[config.mk]
export PLATFORM = sky130hd
export DESIGN_NAME = hb_gate_decoder
export DESIGN_NICKNAME = d
export VERILOG_FILES = /design/src/rtl/hb_pkg.sv /design/src/rtl/hb_mode_decoder.sv /design/src/rtl/hb_leg_guard.sv /design/src/rtl/hb_gate_decoder.sv
export SDC_FILE = /design/constraint.sdc
export NUM_CORES = 1
export LEC_CHECK = 0
export ABC_AREA = 1
export BUFFER_PORTS_ARGS = -buffer_cell sky130_fd_sc_hd__clkbuf_2
export CORE_MARGIN = 3
export CORE_UTILIZATION = 57
export DETAILED_ROUTE_END_ITERATION = 8
export GPL_TIMING_DRIVEN = 0
export PLACE_DENSITY = 0.81
export SLEW_MARGIN = 5
export SYNTH_ARGS = -nofsm -noshare
export SYNTH_HDL_FRONTEND = slang
export SYNTH_SLANG_ARGS = --single-unit
[constraint.sdc]
create_clock -name clk -period 1.75 [get_ports clk]
set_input_delay 0.0875 -clock clk [delete_from_list [all_inputs] [get_ports clk]]
set_output_delay 0.0875 -clock clk [all_outputs]
set_load 0.01 [all_outputs]
[src/rtl/hb_pkg.sv]
// Shared types for the H-bridge gate decoder.
// Assumes: a leg is either floating, driven high or driven low.
package hb_pkg;
    typedef enum logic [1:0] {
        LEG_OFF  = 2'd0,
        LEG_HIGH = 2'd1,
        LEG_LOW  = 2'd2
    } leg_state_t;
endpackage

[src/rtl/hb_mode_decoder.sv]
// Decodes the two command inputs into a target state per leg.
// Pure combinational; does not consider sleep or the fault disable.
// Assumes: cmd_a/cmd_b are already synchronous to the block clock.
module hb_mode_decoder
    import hb_pkg::*;
(
    input  logic       phase_mode,
    input  logic       cmd_a,
    input  logic       cmd_b,
    output leg_state_t leg1_tgt,
    output leg_state_t leg2_tgt
);
    // Selects the decode table for the active mode.
    always_comb begin
        leg1_tgt = LEG_OFF;
        leg2_tgt = LEG_OFF;
        if (phase_mode) begin
            // cmd_b is the enable, cmd_a the direction
            if (!cmd_b) begin
                leg1_tgt = LEG_LOW;
                leg2_tgt = LEG_LOW;
            end else if (cmd_a) begin
                leg1_tgt = LEG_LOW;
                leg2_tgt = LEG_HIGH;
            end else begin
                leg1_tgt = LEG_HIGH;
                leg2_tgt = LEG_LOW;
            end
        end else begin
            unique case ({cmd_a, cmd_b})
                2'b00: begin
                    leg1_tgt = LEG_OFF;
                    leg2_tgt = LEG_OFF;
                end
                2'b10: begin
                    leg1_tgt = LEG_HIGH;
                    leg2_tgt = LEG_LOW;
                end
                2'b01: begin
                    leg1_tgt = LEG_LOW;
                    leg2_tgt = LEG_HIGH;
                end
                default: begin
                    leg1_tgt = LEG_LOW;
                    leg2_tgt = LEG_LOW;
                end
            endcase
        end
    end
endmodule

[src/rtl/hb_leg_guard.sv]
// Per-leg switch sequencer with dead-time protection.
// Turns a target state into registered high/low gate enables. A swap
// between sides passes through DEAD_CYCLES cycles of both-off; turning
// off (target off or force_off) is immediate.
// Assumes: DEAD_CYCLES >= 1.
module hb_leg_guard
    import hb_pkg::*;
#(
    parameter int DEAD_CYCLES = 10
) (
    input  logic       clk,
    input  logic       rst_n,
    input  logic       force_off,
    input  leg_state_t tgt,
    output logic       hs_en,
    output logic       ls_en
);
    localparam int CW = $clog2(DEAD_CYCLES + 1);
    localparam logic [CW-1:0] DEAD_LOAD = CW'(DEAD_CYCLES - 1);
    localparam logic [CW-1:0] DEAD_FULL = CW'(DEAD_CYCLES);

    leg_state_t    cur_q, cur_d;
    leg_state_t    last_q, last_d;
    logic [CW-1:0] wait_q, wait_d;
    logic [CW-1:0] wait_dec;

    // Remaining dead time counts down to zero and holds there.
    assign wait_dec = (wait_q != '0) ? wait_q - 1'b1 : '0;

    // Next-state selection for the leg.
    always_comb begin
        cur_d  = cur_q;
        last_d = last_q;
        wait_d = wait_q;
        if (force_off || tgt == LEG_OFF) begin
            if (cur_q != LEG_OFF) begin
                cur_d  = LEG_OFF;
                last_d = cur_q;
                wait_d = DEAD_LOAD;
            end else begin
                wait_d = wait_dec;
            end
        end else if (tgt == cur_q) begin
            wait_d = '0;
        end else if (cur_q != LEG_OFF) begin
            cur_d  = LEG_OFF;
            last_d = cur_q;
            wait_d = DEAD_LOAD;
        end else if (wait_q == '0 || tgt == last_q) begin
            cur_d  = tgt;
            wait_d = '0;
        end else begin
            wait_d = wait_dec;
        end
    end

    // State registers with synchronous reset.
    always_ff @(posedge clk) begin
        if (!rst_n) begin
            cur_q  <= LEG_OFF;
            last_q <= LEG_LOW;
            wait_q <= '0;
        end else begin
            cur_q  <= cur_d;
            last_q <= last_d;
            wait_q <= wait_d;
        end
    end

    assign hs_en = (cur_q == LEG_HIGH);
    assign ls_en = (cur_q == LEG_LOW);

    // Observation counters: cycles each side has been off, saturating.
    logic [CW-1:0] hs_gap_q, ls_gap_q;

    // Tracks off-time of each side for the dead-time assertions.
    always_ff @(posedge clk) begin
        if (!rst_n) begin
            hs_gap_q <= DEAD_FULL;
            ls_gap_q <= DEAD_FULL;
        end else begin
            hs_gap_q <= hs_en ? '0 : ((hs_gap_q == DEAD_FULL) ? hs_gap_q : hs_gap_q + 1'b1);
            ls_gap_q <= ls_en ? '0 : ((ls_gap_q == DEAD_FULL) ? ls_gap_q : ls_gap_q + 1'b1);
        end
    end


    no_overlap_chk: assert property (@(posedge clk) disable iff (!rst_n)
        !(hs_en && ls_en));


    ls_dead_gap_chk: assert property (@(posedge clk) disable iff (!rst_n)
        $rose(ls_en) |-> (hs_gap_q >= DEAD_FULL));


    hs_dead_gap_chk: assert property (@(posedge clk) disable iff (!rst_n)
        $rose(hs_en) |-> (ls_gap_q >= DEAD_FULL));


    float_now_chk: assert property (@(posedge clk) disable iff (!rst_n)
        (tgt == LEG_OFF) |=> (!hs_en && !ls_en));
endmodule

[src/rtl/hb_gate_decoder.sv]
// Top of the H-bridge gate decoder: mode decode followed by one dead-time
// guard per leg. Sleep and the fault disable are merged into one
// force-off that acts at the next edge.
// Assumes: all inputs synchronous to clk.
module hb_gate_decoder
    import hb_pkg::*;
#(
    parameter int DEAD_CYCLES = 10
) (
    input  logic clk,
    input  logic rst_n,
    input  logic mode_sel,
    input  logic ctl_a,
    input  logic ctl_b,
    input  logic sleep_n,
    input  logic bridge_off,
    output logic out1_hs,
    output logic out1_ls,
    output logic out2_hs,
    output logic out2_ls
);
    localparam int NUM_LEGS = 2;

    leg_state_t          leg_tgt [NUM_LEGS];
    logic [NUM_LEGS-1:0] hs_vec;
    logic [NUM_LEGS-1:0] ls_vec;
    logic                kill;

    // Any shutdown source forces every switch off.
    assign kill = !sleep_n || bridge_off;

    hb_mode_decoder u_decode (
        .phase_mode (mode_sel),
        .cmd_a      (ctl_a),
        .cmd_b      (ctl_b),
        .leg1_tgt   (leg_tgt[0]),
        .leg2_tgt   (leg_tgt[1])
    );

    for (genvar g = 0; g < NUM_LEGS; g++) begin : g_leg
        hb_leg_guard #(
            .DEAD_CYCLES (DEAD_CYCLES)
        ) u_guard (
            .clk       (clk),
            .rst_n     (rst_n),
            .force_off (kill),
            .tgt       (leg_tgt[g]),
            .hs_en     (hs_vec[g]),
            .ls_en     (ls_vec[g])
        );
    end

    assign out1_hs = hs_vec[0];
    assign out1_ls = ls_vec[0];
    assign out2_hs = hs_vec[1];
    assign out2_ls = ls_vec[1];


    sleep_off_chk: assert property (@(posedge clk) disable iff (!rst_n)
        !sleep_n |=> ({out1_hs, out1_ls, out2_hs, out2_ls} == 4'b0000));


    fault_off_chk: assert property (@(posedge clk) disable iff (!rst_n)
        bridge_off |=> ({out1_hs, out1_ls, out2_hs, out2_ls} == 4'b0000));


    pe_brake_chk: assert property (@(posedge clk) disable iff (!rst_n)
        (mode_sel && !ctl_b && sleep_n && !bridge_off) |=> (!out1_hs && !out2_hs));
endmodule

# Word level (Yosys, flattened, before mapping)
# Cells that the tools add are included.
[word_totals]
register_bits = 16
input_bits = 7
output_inout_bits = 4
word_cells = 77
[classes]
add_sub_neg = 2
eq_ne = 14
muxes = 36
reduce_logical = 19
[op_table]
columns = ["op", "count"]
rows = [
  ["4-bit two-way mux", 12],
  ["2-bit two-way mux", 22],
  ["2-bit equality test", 4],
  ["4-bit logical NOT", 2],
  ["2-bit case mux with 2 select lines", 2],
  ["4-bit nonzero test", 2],
  ["4-bit by 1-bit subtractor with 4-bit output, second input constant", 2],
  ["2-bit by 1-bit equality test with 1-bit output, second input constant", 3],
  ["2-bit equality test, second input constant", 3],
  ["2-bit logical NOT", 3],
  ["3-bit AND reduction", 2],
  ["3-bit nonzero test", 2],
  ["1-bit logical OR", 5],
  ["2-bit by 1-bit inequality test with 1-bit output, second input constant", 2],
  ["2-bit inequality test, second input constant", 2],
  ["2-bit nonzero test", 2],
  ["1-bit logical NOT", 1],
]

# Depth between registers and ports, before layout
# Gate-level depths: netlist of run 1.
[logic_depth]
depth_word = 9
mapped_depth = 11
mapped_depth_nobuf = 11

# By module
# A second synthesis of run 1 with hierarchy kept.
[hier_totals]
hier_cells = 183
hier_area_um2 = 1099.8
[modules_own_cells]
columns = ["mod", "instances", "cells_each", "area_per_inst_um2", "seq_area_each_um2"]
rows = [
  ["hb_leg_guard", 2, 82, 511.7, 160.2],
  ["hb_mode_decoder", 1, 17, 68.8, 0.0],
  ["hb_gate_decoder", 1, 2, 7.5, 0.0],
]

# Least setup slack after synthesis of run 1
# No wires, ideal clock.
[synth_timing]
kind = "reg-to-reg"
startpoint = "register g_leg[0].u_guard.wait_q[0]"
endpoint = "register g_leg[0].u_guard.cur_q[0]"
setup_time_ps = 115
arrival_time_ps = 1125
t_required_ps = 1635
path_slack_ps = 510
stages_incl_launch_ff = 9
path_buffers = 0
path_cell_list = "dfxtp_1 inv_1 ha_1 nand3_1 or2_1 nand3_2 nand3_1 nand2_1 nor2_1"
[synth_between]
elab_chain_cells = 4
[synth_lines]
columns = ["element", "line_no", "source"]
rows = [
  ["start: declaration", "hb_leg_guard.sv:24", "logic [CW-1:0] wait_q, wait_d;"],
  ["start signal: assignment", "hb_leg_guard.sv:66", "wait_q <= wait_d;"],
  ["4-bit logical NOT", "hb_leg_guard.sv:49", "end else if (wait_q == '0 || tgt == last_q) begin"],
  ["1-bit logical OR", "hb_leg_guard.sv:49", ""],
  ["3-bit nonzero test (no line)", "--", ""],
  ["3-bit AND reduction (no line)", "--", ""],
  ["end signal: assignment", "hb_leg_guard.sv:64", "cur_q <= cur_d;"],
  ["end: declaration", "hb_leg_guard.sv:22", "leg_state_t cur_q, cur_d;"],
]
# No other way between the ends.
# A chain may end at the register's enable or synchronous reset.

# Final worst setup path of run 1
# Ends and elaborated chain as after synthesis.

==> results.md, run 1 <==
- Post-DR wirelength/cell: 10.77 µm
- CORE AREA: 0.001764 mm²
- Area grow syn2layout: 9.628%
- Clock Path Buffers: 2
- Seq/Total Area, Yosys: 0.2970
- Unique masters post-synth: 24
- Setup TNS: 0 ns
- Die area: 0.002450 mm²
- Fill count: 186
- GPL Wtd Cong: 0.8361
- Avg Cell Area, Syn: 6.458 µm²
- Switching power: 0.0006846 W
- Vias in the first global route: 967
- Final setup viols: 0
- Mapped Nets: 178
- CP startpoint kind: flop
- GRT overflow: 0
- Flop pwr share: 0.352
- Critical path arrival: 1.55 ns
- Pre-antenna DRT Iters: 6
- Worst-path clk slew: 0.08 ns
- Status: finished, final reports clean
- Final Power: 0.001564 W
- CTS Hold Bufs: 0
- Yosys reg bits: 16
- DRC viols: 0
- FP Rows: 15
- Die Height: 49.50 µm
- Final nets: 193
- Internal power: 0.0008790 W
- Final Hold Fails: 0
- Cts bufs inserted: 3
- Post-Route WL: 2.207 mm
- Max Cap Violations: 0
- Final ANT Viol Nets: 0
- Overall routing resource usage: 0.2010
- # port buffers: 10
- Comb power frac: 0.528
- Clock Sinks: 16
- Clock power frac: 0.119
- Share of layout cells above drive strength 1: 0.1556
- Worst Skew: 0.001337 ns
- CP required: 1.93 ns
- Slowest cell on the critical path: dfxtp_1
- Final Util: 0.6702
- Most used cell, CP: nand3_1
- Setup WS post-layout: 0.3823 ns
- Final Max Slew Viols: 0
- Worst-Margin Slew: 0.3289 ns
- Via-to-Cell Ratio: 5.312
- Largest net degree at the start of global routing: 11
- Post-CTS setup buffers: 0
- Post-DP HPWL: 1.709 mm
- Cells after DPL: 202
- H-Tree Depth: 1
- Fin crit period: 1.368 ns
- Top Ports: 11
- Initial antenna violation count: 0
- Critical Path Max Stage Delay: 0.30 ns
- Final std cells w/o fill: 205
- Initial core utilization: 0.6113
- Post-CTS Resized: 0
- LEAKAGE: 0.6298 nW
- Clock Latency Late Sink: 0.28 ns
- Syn Std Cell Area: 0.001079 mm²
- First DRT Iteration DRCs: 30
- Worst hold path type: in -> reg
- CTS tree: built
- Setup WS pre-CTS: 0.4034 ns
- Crit Path Class: reg -> reg
- Slew margin rel.: 0.7799
- Via Count: 1089
- Cells along the critical path: inv_1 -> ha_1 -> nand3_1 -> or2_1 -> nand3_2 -> nand3_1 -> nand2_1 -> nor2_1
- Final period util: 0.7816
- Pwr dens: 1322 mW/mm²
- CP Max Fanout: 4
- Cells after synthesis: 167
- Yosys warning total: 0
- Highest clock rate: 0.7311 GHz
- Ant. Diodes: 0
- Die width: 49.50 µm
- CP Capture Type: flop
- RSZ-0062 raised after global routing: no
- Switching part of the total: 0.4378
- First-pass GRT wire length: 3.933 mm
- Clk root buf: clkbuf_4
- VDD IR-drop max: 937.6 µV
flip-flops by register name (all words and copies together), names as in the netlist:
register and cells:
g_leg.u_guard.cur_q 4, g_leg.u_guard.last_q 4, g_leg.u_guard.wait_q 8
through the flow:
step	instance area, µm²	hold slack [ns]
floorplan	1079	0.2843
global placement	1160	0.4266
detailed placement	1160	0.4373
CTS	1182	0.1373
global route	1182	0.1800
finish	1182	0.1522
worst max-delay path: cells and delay by family, from the launching register on:
kind / cells / cell delay (ns)
buffers and inverters: 1 / 0.12
adder cells (fa/ha/maj): 1 / 0.17
AND/OR/NAND/NOR: 6 / 0.68
flip-flops: 1 / 0.30
logic make-up after synthesis:
logic type	Yosys count	share of synthesized area
simple gates	101	0.4466
buf+inv	29	0.1044
flops	16	0.2970
compound gates	13	0.07309
xor+xnor	4	0.03249
fa+ha+maj	4	0.04641
path summary, 6_finish.rpt:
kind | start | endpoint | slack [ns] | depth (start not counted)
min | rst_n | g_leg[0].u_guard.wait_q[0] | 0.15 | 3
max | g_leg[0].u_guard.wait_q[0] | g_leg[0].u_guard.cur_q[0] | 0.38 | 8
min reg2reg | g_leg[0].u_guard.last_q[0] | g_leg[0].u_guard.last_q[0] | 0.50 | 2
max reg2reg | g_leg[0].u_guard.wait_q[0] | g_leg[0].u_guard.cur_q[0] | 0.38 | 8
area by class of cell:
type / instances / area (µm²) / area share
Buffer: 1 / 5.005 / 0.004233
Clock buffer: 3 / 22.52 / 0.01905
Inverter: 28 / 107.6 / 0.09101
Multi-Input combinational cell: 122 / 645.6 / 0.5460
Sequential cell: 16 / 320.3 / 0.2709
Tap cell: 25 / 31.28 / 0.02646
Timing Repair Buffer: 10 / 50.05 / 0.04233
synth_stat cells:
cell | n | area (µm²)
nand4_4 | 1 | 21.27
inv_1 | 23 | 86.33
nand3_4 | 1 | 17.52
xor2_1 | 3 | 26.28
inv_4 | 1 | 6.260
nor2_1 | 13 | 48.80
or2_1 | 1 | 6.260
o31ai_1 | 1 | 7.510
a211oi_1 | 1 | 7.510
ha_1 | 4 | 50.05
nand3_1 | 24 | 120.1
nand2_2 | 4 | 25.02
o21bai_2 | 1 | 11.26
inv_2 | 4 | 15.01
a21oi_1 | 8 | 40.04
dfxtp_1 | 16 | 320.3
nand2_1 | 47 | 176.4
nand3_2 | 2 | 20.02
o21ai_0 | 1 | 5.000
xnor2_1 | 1 | 8.760
o211ai_1 | 1 | 7.510
buf_2 | 1 | 5.000
nand4_1 | 5 | 31.28
nor3_1 | 3 | 15.01
metal layers:
| layer | part of all wire | up-vias | track usage |
|---|---|---|---|
| li1 | - | 565 | - |
| met1 | 0.44 | 504 | 0.2382 |
| met2 | 0.52 | 20 | 0.3616 |
| met3 | 0.031 | 0 | 0.05438 |
| met4 | 0 | 0 | 0.04147 |
| met5 | 0 | - | 0 |
layout by cell type (no fill, tap or decap), types with 2 or more instances in the layout:
master and count:
a21oi_1 8, clkbuf_2 10, clkbuf_4 3, dfxtp_1 16, ha_1 4, inv_1 23
inv_2 4, nand2_1 47, nand2_2 4, nand3_1 24, nand3_2 2, nand4_1 5
nor2_1 13, nor3_1 3, xor2_1 3
power by group through the flow:
| stage | Clock, W | Sequential, W | Combinational [W] |
|---|---|---|---|
| after floorplan | 0 | 0.000540 | 0.000683 |
| after global placement | 0 | 0.000556 | 0.000790 |
| after global routing | 0.000204 | 0.000568 | 0.000960 |
| after detailed placement | 0 | 0.000560 | 0.000819 |
| after CTS | 0.000196 | 0.000552 | 0.000826 |
| final | 0.000187 | 0.000551 | 0.000826 |
(Power assumes the default switching activity.)
==> run 2: changes to the inputs <==
ABC_AREA = 0   (was 1)
CORE_UTILIZATION = 50   (was 57)
PLACE_DENSITY = 0.77   (was 0.81)
clock period = 1.2 ns   (was 1.75 ns; I/O delays follow)
==> results.md, run 2 <==
- Share of layout cells above drive strength 1: 0.4160
- First DRT Iteration DRCs: 20
- Initial core utilization: 0.5730
- Pre-antenna DRT Iters: 4
- Via-to-Cell Ratio: 5.752
- CORE AREA: 0.001612 mm²
- Worst-Margin Slew: 0.5730 ns
- Post-DP HPWL: 1.377 mm
- Vias in the first global route: 829
- RSZ-0062 raised after global routing: yes
- First-pass GRT wire length: 3.684 mm
- Top cell type's share of synthesized area: 0.3469
- Clk root buf: clkbuf_4
- Highest clock rate: 0.7491 GHz
- Cells after DPL: 141
- Die Height: 48.98 µm
- Slowest cell on the critical path: or4b_1
- CP startpoint kind: flop
- # port buffers: 6
- Worst Path Buf+Inv: 0
- Main combinational cell family by area after synthesis: compound AO/OA/AOI/OAI gates
- Post-synth ARST share: 0
- Setup TNS: -0.8042 ns
- Fin area: 0.001181 mm²
- Fill count: 136
- Critical Path Max Stage Delay: 0.47 ns
- Synth area leaders: dfxtp_1, ha_1, nor4_1, a21oi_1, inv_1
- Cell Area, Placed: 0.001011 mm²
- Post-DR wirelength/cell: 15.20 µm
- Top flop regs: g_leg.u_guard.wait_q: 8 flops, g_leg.u_guard.cur_q: 4 flops, g_leg.u_guard.last_q: 4 flops
- Overall routing resource usage: 0.1962
- Final setup viols: 12
- Largest register by flop count: g_leg.u_guard.wait_q
- Clock Sinks: 16
- Fin crit period: 1.335 ns
- Final Hold Fails: 0
- Yosys reg bits: 16
- Clock Latency Late Sink: 0.30 ns
- Area grow syn2layout: 27.91%
- Worst setup path startpoint: g_leg[0].u_guard.last_q[0]
- Mux cell area share after synthesis: 0.01084
- Final Util: 0.7329
- CP required: 1.45 ns
- CP Max Fanout: 4
- Commonest cells post-synth: dfxtp_1, inv_1, a21oi_1, nor2_1, nor4_1
- Cts bufs inserted: 3
- Failing checks: setup timing
- Mapped Nets: 122
- Post-Route WL: 2.265 mm
- Status: complete, but fails checks
- Post-synth top area cell: dfxtp_1
- Pwr dens: 2107 mW/mm²
- H-Tree Depth: 1
- Most used DFF post-synth: dfxtp_1
- Crit Path Class: reg -> reg
- CTS tree: built
- Slew margin rel.: 0.6157
- Initial antenna violation count: 0
- Most frequent cells in the layout: dfxtp_2, inv_1, nand2_1, dfxtp_1
- Synth Area in Compound Gates: 0.2331
- Post-synth EDFFs: 0
- Family with the most delay on the worst path: compound AO/OA/AOI/OAI gates
- CP Capture Type: flop
- Clock Path Buffers: 2
- VDD IR-drop max: 1245 µV
- DRC viols: 0
- Count leader, synth: dfxtp_1
- Via Count: 857
- Worst Skew: 0.004472 ns
- Ant. Diodes: 0
- Final ANT Viol Nets: 0
- Largest register FFs: 8
- Final std cells w/o fill: 149
- LEAKAGE: 0.4809 nW
- Register Area: 334.1 µm²
- Die width: 48.98 µm
- FP Rows: 14
- Die area: 0.002399 mm²
- Max Cap Violations: 0
- Worst hold start: rst_n
- Largest net degree at the start of global routing: 11
- Top Ports: 11
- Seq/Total Area, Yosys: 0.3469
- Post-Synth Simple-Gate Area: 0.2290
- Worst-path clk slew: 0.10 ns
- Critical path arrival: 1.58 ns
- Beginning of the worst register-to-register path: g_leg[0].u_guard.last_q[0]
- Multi-input logic area: 630.6 µm²
- Adder-cell area share of the yosys netlist: 0.05420
- GPL Wtd Cong: 0.8943
- Commonest non-fill, non-tap cell in the layout: dfxtp_2
- Worst hold path type: in -> reg
- GRT overflow: 0
- Cells along the critical path: or4b_1 -> o31a_2 -> o21bai_4 -> o211a_1
- Cells after synthesis: 111
- Setup WS post-layout: -0.1349 ns
- Unique masters post-synth: 35
- Final nets: 137
- Syn Std Cell Area: 923.4 µm²
- Synth Area in XOR/XNOR: 0.04743
- Final period util: 1.112
- Avg Cell Area, Syn: 8.319 µm²
- Yosys warning total: 0
- Final Max Slew Viols: 0
run 2: changes by cell type after synthesis, sizes merged, moves of 4 or more:
cell,change
nand2,-44
nand4,-6
nor4,+8
o21ai,+4
nor2,-5
nand3,-25
nor2b,+4
inv,-17
run 2: path summary, 6_finish.rpt:
path,slack [ns],to,depth (start not counted)
worst min-delay path,0.11,g_leg[0].u_guard.last_q[1],2
worst min register to register,0.49,g_leg[0].u_guard.last_q[1],2
worst max-delay path,-0.13,g_leg[0].u_guard.cur_q[1],4
worst max register to register,-0.13,g_leg[0].u_guard.cur_q[1],4
run 2: what timing repair did:
item | 4_1_cts | 5_1_grt
setup buffers | 3 | 2
pin swaps | 10 | 8
hold buffers | 0 | 0
gates resized for setup | 15 | 19
setup endpoints to repair | 14 | 17
run 2: final cells by class:
| cell class | count | share of cell area |
|---|---|---|
| plain buffers | 4 | 0.03496 |
| clock buffers | 4 | 0.03072 |
| inverters | 11 | 0.03496 |
| multi-input cells | 79 | 0.5339 |
| flip-flops and latches | 16 | 0.2828 |
| well taps | 24 | 0.02542 |
| repair buffers | 11 | 0.05720 |
run 2: metrics by stage:
step	worst slack (ns)	power (W)	hold slack (ns)
6_report	-0.1349	0.002488	0.1104
5_1_grt	-0.1731	0.002662	0.1633
4_1_cts	-0.1620	0.002303	0.1076
3_5_place_dp	-0.2115	0.001790	0.4055
3_3_place_gp	-0.1852	0.001732	0.4089
2_1_floorplan	-0.1013	0.001592	0.3330
run 2: metal layers:
metal  vias up  GRT usage  share of wire
met5         -          0              0
met1       409     0.2212           0.40
met3         4    0.03976          0.023
met2        16     0.3484           0.55
met4         0    0.09479          0.024
li1        428          -              -
run 2: kinds of logic after synthesis:
logic type,count (synthesis)
DFF,16
and+or+nand+nor,39
xor gates and xnor gates,5
buffers and inverters,16
adders and majority gates,4
AOI/OAI and AO/OA,30
muxes,1
run 2: where the power goes:
group | leakage [nW] | switching [W] | internal [W]
Sequential | 0.134 | 0.000148 | 0.000691
Combinational | 0.326 | 0.000660 | 0.000619
Clock | 0.0210 | 0.000186 | 0.000185
Total | 0.481 | 0.000993 | 0.00149
==> run 3: changes to the inputs <==
PLACE_DENSITY = 0.73   (was 0.77)
==> results.md, run 3 (same netlist as run 2, synthesis figures left out) <==
- Die Height: 48.98 µm
- Slowest cell on the critical path: or4b_1
- Max Cap Violations: 0
- Die area: 0.002399 mm²
- Setup WS post-layout: -0.1503 ns
- Final setup viols: 7
- Fin crit period: 1.350 ns
- Family with the most delay on the worst path: simple AND/OR/NAND/NOR gates
- Post-Route WL: 1.752 mm
- Area grow syn2layout: 22.49%
- CP required: 1.36 ns
- First DRT Iteration DRCs: 4
- RSZ-0062 raised after global routing: yes
- Clock Path Buffers: 2
- Final ANT Viol Nets: 0
- Failing checks: setup timing
- Critical path arrival: 1.51 ns
- Overall routing resource usage: 0.1650
- H-Tree Depth: 1
- Final Hold Fails: 0
- Post-DR wirelength/cell: 11.92 µm
- Largest net degree at the start of global routing: 11
- Grt met2 use: 0.2692
- Worst Skew: 0.009502 ns
- DRC viols: 0
- Initial core utilization: 0.5730
- Via Count: 785
- Internal power: 0.001491 W
- Final Util: 0.7019
- Ant. Diodes: 0
- Comb power frac: 0.505
- Crit Path Class: reg -> reg
- CP Capture Type: flop
- Switching part of the total: 0.3692
- Worst Hold Margin: 0.1566 ns
- Most used routing layer: met2
- Slew margin rel.: 0.5119
- Worst-path clk slew: 0.10 ns
- Switching power: 0.0008725 W
- Critical Path Max Stage Delay: 0.47 ns
- Worst Path Buf+Inv: 0
- CTS Hold Bufs: 0
- Largest register FFs: 8
- Cts bufs inserted: 3
- Top Ports: 11
- GPL Wtd Cong: 0.8009
- CORE AREA: 0.001612 mm²
- Via-to-Cell Ratio: 5.340
- GRT overflow: 0
- LEAKAGE: 0.4691 nW
- Flop pwr share: 0.346
- FP Rows: 14
- Clock power frac: 0.150
- Final Max Slew Viols: 0
- Worst-Margin Slew: 0.7259 ns
- CP startpoint kind: flop
- Initial antenna violation count: 0
- # port buffers: 6
- Clock Sinks: 16
- First-pass GRT wire length: 3.160 mm
- GR Util met1: 0.2127
- Most frequent cells in the layout: inv_1, dfxtp_1, nand2_1, a21oi_1, nor2_1
- Pwr dens: 2090 mW/mm²
- Final Power: 0.002363 W
- Clock Latency Late Sink: 0.28 ns
- Final nets: 135
- Status: complete, but fails checks
- Worst hold path type: in -> reg
- Cells along the critical path: or4b_1 -> o31a_2 -> o21bai_4 -> a211oi_2
- Final period util: 1.125
- Post-DP HPWL: 1.264 mm
- Vias in the first global route: 749
- Die width: 48.98 µm
- Top flop regs: g_leg.u_guard.wait_q: 8 flops, g_leg.u_guard.cur_q: 4 flops, g_leg.u_guard.last_q: 4 flops
- CP Max Fanout: 4
- Pre-antenna DRT Iters: 3
- Grt met3 use: 0.03670
- Setup TNS: -0.6933 ns
- Share of layout cells above drive strength 1: 0.3415
- Highest clock rate: 0.7406 GHz
- Clk root buf: clkbuf_4
- CTS tree: built
- Largest register by flop count: g_leg.u_guard.wait_q
- VDD IR-drop max: 1430 µV
==> run 3: changes by cell type in the layout (fill, tap and decap cells not counted), moves of 2 or more <==
cell	change
buf_4	-2
dfxtp_1	+2
dfxtp_2	-2
inv_1	+2
inv_2	-2
nor4_2	+2
==> run 3: power by group through the flow <==
stage / combinational [W] / clock [W] / sequential [W]
after detailed placement: 0.000960 / 0 / 0.000796
after global routing: 0.00136 / 0.000402 / 0.000836
after global placement: 0.000949 / 0 / 0.000791
after CTS: 0.00107 / 0.000368 / 0.000803
after floorplan: 0.000819 / 0 / 0.000774
final: 0.00119 / 0.000354 / 0.000817
==> run 3: layout make-up <==
type | instances | area, µm²
tap | 24 | 30.03
multi-input combinational | 79 | 598.1
fill | 133 | 480.5
clock buffer | 4 | 36.28
inverter | 11 | 41.29
buffer | 4 | 41.29
sequential | 16 | 331.6
timing repair buffer | 9 | 52.55
==> run 3: repair_timing <==
item / CTS / global route
pin swaps: 11 / 4
resized for setup: 14 / 9
setup buffers: 2 / 1
cloned: 0 / 0
setup endpoints to repair: 14 / 16
==> run 3: worst register-to-register path: stages, from the launching register on <==
cell and delay, ns:
dfxtp_2 0.33, or4b_1 0.47, o31a_2 0.16, o21bai_4 0.19
a211oi_2 0.09
==> run 3: path summary, 6_finish.rpt <==
| path | slack [ns] | cells after the start | end | start |
|---|---|---|---|---|
| worst max register to register | -0.15 | 4 | g_leg[0].u_guard.wait_q[3] | g_leg[0].u_guard.last_q[0] |
| worst max-delay path | -0.15 | 4 | g_leg[0].u_guard.wait_q[3] | g_leg[0].u_guard.last_q[0] |
| worst min-delay path | 0.16 | 2 | g_leg[0].u_guard.last_q[1] | rst_n |
| worst min register to register | 0.48 | 2 | g_leg[0].u_guard.last_q[1] | g_leg[0].u_guard.last_q[1] |
==> run 3: per-layer routing <==
layer  wire, µm  part of all wire
met4         10            0.0057
met3         29             0.017
met2        855              0.49
met1        855              0.49
met5          0                 0
==> run 3: through the flow <==
stage	instances	worst slack, ns	cell area, µm²
2_1_floorplan	111	-0.1013	950.9
3_3_place_gp	141	-0.1718	1011
3_5_place_dp	141	-0.1987	1011
4_1_cts	146	-0.1810	1095
5_1_grt	147	-0.2204	1131
6_report	147	-0.1503	1131
